$ cat src/rtl/grouped_rob_pkg.sv
package grouped_rob_pkg;

    localparam int ROB_LINES  = 24;
    localparam int ROB_LANES  = 3;
    localparam int CMPL_PORTS = 2;

    typedef logic [ROB_LANES-1:0] lane_mask_t;

    typedef struct packed {
        logic       live;
        lane_mask_t vmask;
        lane_mask_t done;
    } line_state_t;

    // A line is ready to leave when each occupied lane has finished.
    function automatic logic line_finished(line_state_t s);
        return s.live && (&(s.done | ~s.vmask));
    endfunction

    function automatic int unsigned wrap_next(int unsigned idx, int unsigned n);
        return (idx + 1 >= n) ? 0 : idx + 1;
    endfunction

endpackage

$ cat src/rtl/rob_ptr_ctrl.sv
module rob_ptr_ctrl
    import grouped_rob_pkg::*;
#(
    parameter int NUM_LINES = ROB_LINES,
    localparam int IDX_W = $clog2(NUM_LINES),
    localparam int CNT_W = $clog2(NUM_LINES + 1)
) (
    input  logic             clk,
    input  logic             rst,
    input  logic             flush,
    input  logic             alloc_fire,
    input  logic             retire_fire,
    output logic [IDX_W-1:0] head,
    output logic [IDX_W-1:0] tail,
    output logic             full,
    output logic             empty
);

    logic [IDX_W-1:0] head_q, tail_q;
    logic [CNT_W-1:0] count_q;

    always_ff @(posedge clk) begin
        if (rst || flush) begin
            head_q  <= '0;
            tail_q  <= '0;
            count_q <= '0;
        end else begin
            if (alloc_fire)
                tail_q <= IDX_W'(wrap_next(int'(tail_q), NUM_LINES));
            if (retire_fire)
                head_q <= IDX_W'(wrap_next(int'(head_q), NUM_LINES));
            case ({alloc_fire, retire_fire})
                2'b10:   count_q <= count_q + 1'b1;
                2'b01:   count_q <= count_q - 1'b1;
                default: count_q <= count_q;
            endcase
        end
    end

    assign head  = head_q;
    assign tail  = tail_q;
    assign full  = (count_q == CNT_W'(NUM_LINES));
    assign empty = (count_q == '0);

    AST_NO_OVERFLOW: assert property (@(posedge clk) disable iff (rst)
        count_q <= CNT_W'(NUM_LINES));
    AST_FULL_NO_ALLOC: assert property (@(posedge clk) disable iff (rst)
        full |-> !alloc_fire);
    AST_EMPTY_NO_RETIRE: assert property (@(posedge clk) disable iff (rst)
        empty |-> !retire_fire);
    AST_FLUSH_EMPTIES: assert property (@(posedge clk) disable iff (rst)
        flush |=> (empty && head == '0 && tail == '0));

endmodule

$ cat src/rtl/rob_line_array.sv
module rob_line_array
    import grouped_rob_pkg::*;
#(
    parameter int NUM_LINES = ROB_LINES,
    parameter int NUM_CMPL  = CMPL_PORTS,
    localparam int IDX_W  = $clog2(NUM_LINES),
    localparam int LANE_W = $clog2(ROB_LANES + 1)
) (
    input  logic                       clk,
    input  logic                       rst,
    input  logic                       flush,
    input  logic                       alloc_fire,
    input  logic [IDX_W-1:0]           alloc_idx,
    input  lane_mask_t                 alloc_mask,
    input  logic                       retire_fire,
    input  logic [IDX_W-1:0]           retire_idx,
    input  logic [NUM_CMPL-1:0]        cmpl_valid,
    input  logic [NUM_CMPL*IDX_W-1:0]  cmpl_line,
    input  logic [NUM_CMPL*LANE_W-1:0] cmpl_lane,
    output line_state_t [NUM_LINES-1:0] lines
);

    for (genvar g = 0; g < NUM_LINES; g++) begin : g_line
        line_state_t st_q;
        lane_mask_t  hit;

        // Gather completion hits aimed at this line from every port.
        always_comb begin
            hit = '0;
            for (int p = 0; p < NUM_CMPL; p++) begin
                for (int l = 0; l < ROB_LANES; l++) begin
                    if (cmpl_valid[p]
                        && cmpl_line[p*IDX_W +: IDX_W] == IDX_W'(g)
                        && cmpl_lane[p*LANE_W +: LANE_W] == LANE_W'(l))
                        hit[l] = 1'b1;
                end
            end
            if (!st_q.live)
                hit = '0;
            hit = hit & st_q.vmask;
        end

        always_ff @(posedge clk) begin
            if (rst || flush) begin
                st_q <= '0;
            end else if (alloc_fire && alloc_idx == IDX_W'(g)) begin
                st_q.live  <= 1'b1;
                st_q.vmask <= alloc_mask;
                st_q.done  <= '0;
            end else if (retire_fire && retire_idx == IDX_W'(g)) begin
                st_q <= '0;
            end else begin
                st_q.done <= st_q.done | hit;
            end
        end

        assign lines[g] = st_q;

        AST_DONE_WITHIN_MASK: assert property (@(posedge clk) disable iff (rst)
            (st_q.done & ~st_q.vmask) == '0);
        AST_IDLE_LINE_CLEAN: assert property (@(posedge clk) disable iff (rst)
            !st_q.live |-> (st_q.done == '0));
        AST_DONE_STICKY: assert property (@(posedge clk) disable iff (rst)
            (st_q.live && !flush && !(retire_fire && retire_idx == IDX_W'(g)))
            |=> ((st_q.done & $past(st_q.done)) == $past(st_q.done)));
    end

endmodule

$ cat src/rtl/rob_retire_sel.sv
module rob_retire_sel
    import grouped_rob_pkg::*;
#(
    parameter int NUM_LINES = ROB_LINES,
    localparam int IDX_W = $clog2(NUM_LINES)
) (
    input  logic                        clk,
    input  logic                        rst,
    input  line_state_t [NUM_LINES-1:0] lines,
    input  logic [IDX_W-1:0]            head,
    input  logic                        empty,
    input  logic                        flush,
    output logic                        retire_fire,
    output logic [IDX_W-1:0]            retire_idx,
    output lane_mask_t                  retire_mask
);

    line_state_t head_st;

    always_comb begin
        head_st = '0;
        for (int i = 0; i < NUM_LINES; i++)
            if (head == IDX_W'(i))
                head_st = lines[i];
    end

    assign retire_fire = !flush && !empty && line_finished(head_st);
    assign retire_idx  = head;
    assign retire_mask = head_st.vmask;

    AST_HEAD_LIVE: assert property (@(posedge clk) disable iff (rst)
        !empty |-> head_st.live);
    AST_RETIRE_ALL_DONE: assert property (@(posedge clk) disable iff (rst)
        retire_fire |-> ((head_st.vmask & ~head_st.done) == '0));

endmodule

$ cat src/rtl/grouped_rob.sv
module grouped_rob
    import grouped_rob_pkg::*;
#(
    parameter int NUM_LINES = ROB_LINES,
    parameter int NUM_CMPL  = CMPL_PORTS,
    localparam int IDX_W  = $clog2(NUM_LINES),
    localparam int LANE_W = $clog2(ROB_LANES + 1)
) (
    input  logic                       clk,
    input  logic                       rst,
    input  logic                       flush,
    input  logic                       alloc_valid,
    input  logic [ROB_LANES-1:0]       alloc_mask,
    output logic                       alloc_ready,
    output logic [IDX_W-1:0]           alloc_line,
    input  logic [NUM_CMPL-1:0]        cmpl_valid,
    input  logic [NUM_CMPL*IDX_W-1:0]  cmpl_line,
    input  logic [NUM_CMPL*LANE_W-1:0] cmpl_lane,
    output logic                       retire_valid,
    output logic [IDX_W-1:0]           retire_line,
    output logic [ROB_LANES-1:0]       retire_mask
);

    logic                        full, empty, alloc_fire, retire_fire;
    logic [IDX_W-1:0]            head, tail, retire_idx;
    lane_mask_t                  ret_mask;
    line_state_t [NUM_LINES-1:0] lines;

    assign alloc_ready = !full && !flush;
    assign alloc_fire  = alloc_valid && alloc_ready;
    assign alloc_line  = tail;

    rob_ptr_ctrl #(.NUM_LINES(NUM_LINES)) u_ptr (
        .clk(clk), .rst(rst), .flush(flush),
        .alloc_fire(alloc_fire), .retire_fire(retire_fire),
        .head(head), .tail(tail), .full(full), .empty(empty)
    );

    rob_line_array #(.NUM_LINES(NUM_LINES), .NUM_CMPL(NUM_CMPL)) u_lines (
        .clk(clk), .rst(rst), .flush(flush),
        .alloc_fire(alloc_fire), .alloc_idx(tail), .alloc_mask(alloc_mask),
        .retire_fire(retire_fire), .retire_idx(retire_idx),
        .cmpl_valid(cmpl_valid), .cmpl_line(cmpl_line), .cmpl_lane(cmpl_lane),
        .lines(lines)
    );

    rob_retire_sel #(.NUM_LINES(NUM_LINES)) u_ret (
        .clk(clk), .rst(rst), .lines(lines), .head(head), .empty(empty),
        .flush(flush), .retire_fire(retire_fire), .retire_idx(retire_idx),
        .retire_mask(ret_mask)
    );

    assign retire_valid = retire_fire;
    assign retire_line  = retire_idx;
    assign retire_mask  = ret_mask;

    AST_RETIRE_IN_ORDER: assert property (@(posedge clk) disable iff (rst)
        (retire_valid && !flush) |=> (!retire_valid
            || retire_line == IDX_W'(wrap_next(int'($past(retire_line)), NUM_LINES))));
    AST_FLUSH_QUIET: assert property (@(posedge clk) disable iff (rst)
        flush |-> (!retire_valid && !alloc_ready));
    AST_ALLOC_SEQUENCE: assert property (@(posedge clk) disable iff (rst)
        (alloc_valid && alloc_ready) |=> (flush || $past(flush) || alloc_line ==
            IDX_W'(wrap_next(int'($past(alloc_line)), NUM_LINES))));

endmodule

$ cat config.mk
export PLATFORM = sky130hd
export DESIGN_NAME = grouped_rob
export DESIGN_NICKNAME = d
export VERILOG_FILES = /design/src/rtl/grouped_rob_pkg.sv /design/src/rtl/rob_ptr_ctrl.sv /design/src/rtl/rob_line_array.sv /design/src/rtl/rob_retire_sel.sv /design/src/rtl/grouped_rob.sv
export SDC_FILE = /design/constraint.sdc
export NUM_CORES = 1
export LEC_CHECK = 0
export BUFFER_PORTS_ARGS = -buffer_cell sky130_fd_sc_hd__buf_2
export CELL_PAD_IN_SITES_DETAIL_PLACEMENT = 2
export CELL_PAD_IN_SITES_GLOBAL_PLACEMENT = 2
export CORE_AREA = 8 8 124 241
export DETAILED_ROUTE_END_ITERATION = 12
export DIE_AREA = 0 0 132 249
export HOLD_SLACK_MARGIN = 0.03
export PLACE_DENSITY = 0.82
export SLEW_MARGIN = 0
export SYNTH_ARGS = -nofsm -noshare
export SYNTH_HDL_FRONTEND = slang
export SYNTH_SLANG_ARGS = --single-unit
$ cat constraint.sdc
create_clock -name clk -period 8.9 [get_ports clk]
set_clock_uncertainty 0.2 [all_clocks]
set_input_delay 1.335 -clock clk [delete_from_list [all_inputs] [get_ports clk]]
set_output_delay 1.335 -clock clk [all_outputs]
set_load 0.01 [all_outputs]
==> flow_metrics.tcl <==
set metrics [dict create \
    powerDensity_mw_per_mm2 152.3 \
    sw_frac_of_total_pct 25.85 \
    slew_headroom_pct 14.76 \
    ys_ff_latch 183 \
    grt_pass1_vias 12680 \
    rows 85 \
    drt-wirelength-per-cell_microns 31.48 \
    ys_seq_area_share_pct 34.93 \
    fin_total_pwr_mw 1.732 \
    rsz0062_at_grt "false" \
    hp-class "flop to flop" \
    antennaDiodeCount 0 \
    layout_min_cycle_time_ps 6849 \
    vias 12000 \
    p_int_mw 1.284 \
    crit_path_max_incr_delay_ps 800 \
    track_usage_pct 31.95 \
    htree_levels 4 \
    required_ps 7360 \
    drt-initial-drc-count 1253 \
    antenna_left 0 \
    slowest_stage "ha_1" \
    start_kind "flop" \
    die-area_sq_mm 0.03287 \
    status "finished, final reports clean" \
    maxCapViolations 0 \
    fin_nets 1371 \
    nFillCells 3120 \
    layout_commonest_cell "dfxtp_1" \
    core_sq_mm 0.02669 \
    cts.clk_slew.worst_paths_ps 70 \
    cp_cell_sequence "ha_1 > and3_1 > ha_1 > nor3_1 > a211o_1 > a2111oi_0 > o21ai_1 > o2111ai_1 > nand4_4 > inv_2 > buf_2" \
    die_x_microns 132 \
    postCtsSetupRepairBufs 0 \
    yosys_warnings 0 \
    arrival_ps 5310 \
    drc 0 \
    pwr-share-comb_pct 5.5 \
    avgSynthCellArea_sq_um 7.639 \
    synth-edff-count 0 \
    initial_core_util_pct 39.29 \
    final.period_utilization_pct 76.96 \
    setup_violations 0 \
    synth_ff_type "dfxtp_1" \
    drv_slew 0 \
    final_cell_mix "dfxtp_1 (183), o22ai_1 (163), nand2_1 (129)" \
    ir_worst_vdd_mv 0.1309 \
    cts_sinks 183 \
    dieHeight_microns 249 \
    antenna_found_initial 0 \
    clock_latency_ps 470 \
    setup_tns_ps 0 \
    fmax_mhz 146.0 \
    power_frac_clock_pct 47.1 \
    crit_path_max_fanout 40 \
    syn-num-nets 1411 \
    hold_violations 0 \
    syn_area_sq_mm 0.01049 \
    dp.final_hpwl_microns 37520 \
    cts_tree "yes" \
    power_frac_seq_pct 47.4 \
    tightest_slew_ps 1276 \
    critical_path.endpoint_type "output pin" \
    cts-root-buf "clkbuf_16" \
    p_sw_uw 447.6 \
    gp_congestion 1.043 \
    synth.distinct_cells 86 \
    port_buffers 37 \
    grt_pass1_wl_microns 80500 \
    cts_resized 0 \
    drive_above_1_share_pct 9.212 \
    cts_buffer_depth 2 \
    numCtsBuffers 17 \
    syn_inst 1373 \
    drt-pass1-iter-count 6 \
    grt_max_degree 68 \
    crit_top_cell "ha_1" \
    hold_slack_ps 294.9 \
    critPathKind "flop to output pin" \
    path_buf_inv 2 \
    stdcell_area_sq_mm 0.01137 \
    place_area_sq_mm 0.01077 \
    async_reset_ff_share_pct 0 \
    p_leak_nw 3.594 \
    hold_buffers 0 \
    grt_overflow_total 0 \
    area_growth_pct 8.398 \
    totalWireLength_microns 53320 \
    vias_per_cell 7.086 \
    crit_family "adder cells" \
    io_pins 38 \
]
[metrics by stage]
step	instances	util, %	setup WS (ps)
floorplan	1373	-	3760
global placement	1662	40.34	2662
detailed placement	1662	40.34	2318
CTS	1694	42.59	2076
global route	1694	42.59	1748
finish	1694	42.59	2051
[tightest hold or removal path: cells and delay by family, from the launching register on]
kind / cells / cell delay (ps)
AOI/OAI and AO/OA: 1 / 50
DFF: 1 / 340
and+or+nand+nor: 1 / 70
[power groups by stage]
stage | clock network, mW | registers (mW) | logic, mW
after CTS | 0.819 | 0.820 | 0.0927
after detailed placement | 0 | 0.839 | 0.0916
final | 0.816 | 0.820 | 0.0956
after floorplan | 0 | 0.839 | 0.0478
after global routing | 0.848 | 0.820 | 0.0979
after global placement | 0 | 0.839 | 0.0892
[flip-flops by register name, summed over array words and instances (netlist names)]
| signal | count |
|---|---|
| u_lines.lines | 168 |
| u_ptr.count_q | 5 |
| u_ptr.head | 5 |
| u_ptr.tail | 5 |
[layout make-up]
class / instances / area [sq um] / area share, %
multi-input cells: 1049 / 6264 / 55.09
flip-flops and latches: 183 / 3664 / 32.22
well taps: 348 / 435.4 / 3.830
clock buffers: 19 / 432.9 / 3.808
repair buffers: 51 / 290.3 / 2.553
clock inverters: 13 / 167.7 / 1.475
inverters: 31 / 116.4 / 1.023
[synth_stat cells (all sizes together), types with 9 or more instances]
master,number,area [sq um]
nand2b,24,150.1
a21oi,72,360.4
inv,29,108.9
clkbuf,79,297.8
nand2,132,495.5
dfxtp,183,3664
nor2b,21,131.4
buf,31,177.7
o211ai,13,107.6
o21ai,47,239.0
nor4,57,356.6
or3,10,62.56
or3b,9,78.83
o22ai,163,1020
nor2,112,430.4
a31oi,79,494.2
nor3,21,115.1
ha,14,175.2
nand3,97,485.5
and3,15,93.84
[path summary, 6_finish.rpt]
kind,to,slack [ps],start,depth (start not counted)
worst max-delay path,retire_valid,2050,u_ptr.head[1],11
worst min-delay path,u_lines.lines[7],290,u_lines.lines[7],2
worst max register to register,u_ptr.count_q[4],2210,u_ptr.head[1],19
worst min register to register,u_lines.lines[7],290,u_lines.lines[7],2
[per-layer routing]
metal / wire length (microns) / share of wire, % / global-route usage (%) / up-vias
li1: - / - / - / 5161
met1: 21000 / 39 / 38.05 / 5993
met2: 24640 / 46 / 50.49 / 634
met3: 3735 / 7.0 / 5.715 / 215
met4: 3948 / 7.4 / 23.47 / 0
met5: 0 / 0 / 0 / -
[cell families after synthesis]
family | after synthesis | share of synthesized area (%)
xor gates and xnor gates | 4 | 0.3341
and+or+nand+nor | 559 | 27.94
muxes | 1 | 0.09544
buffers and inverters | 141 | 5.642
adders and majority gates | 15 | 1.861
DFF | 183 | 34.93
AOI/OAI and AO/OA | 470 | 29.20
Power figures use the tool's default switching activity.
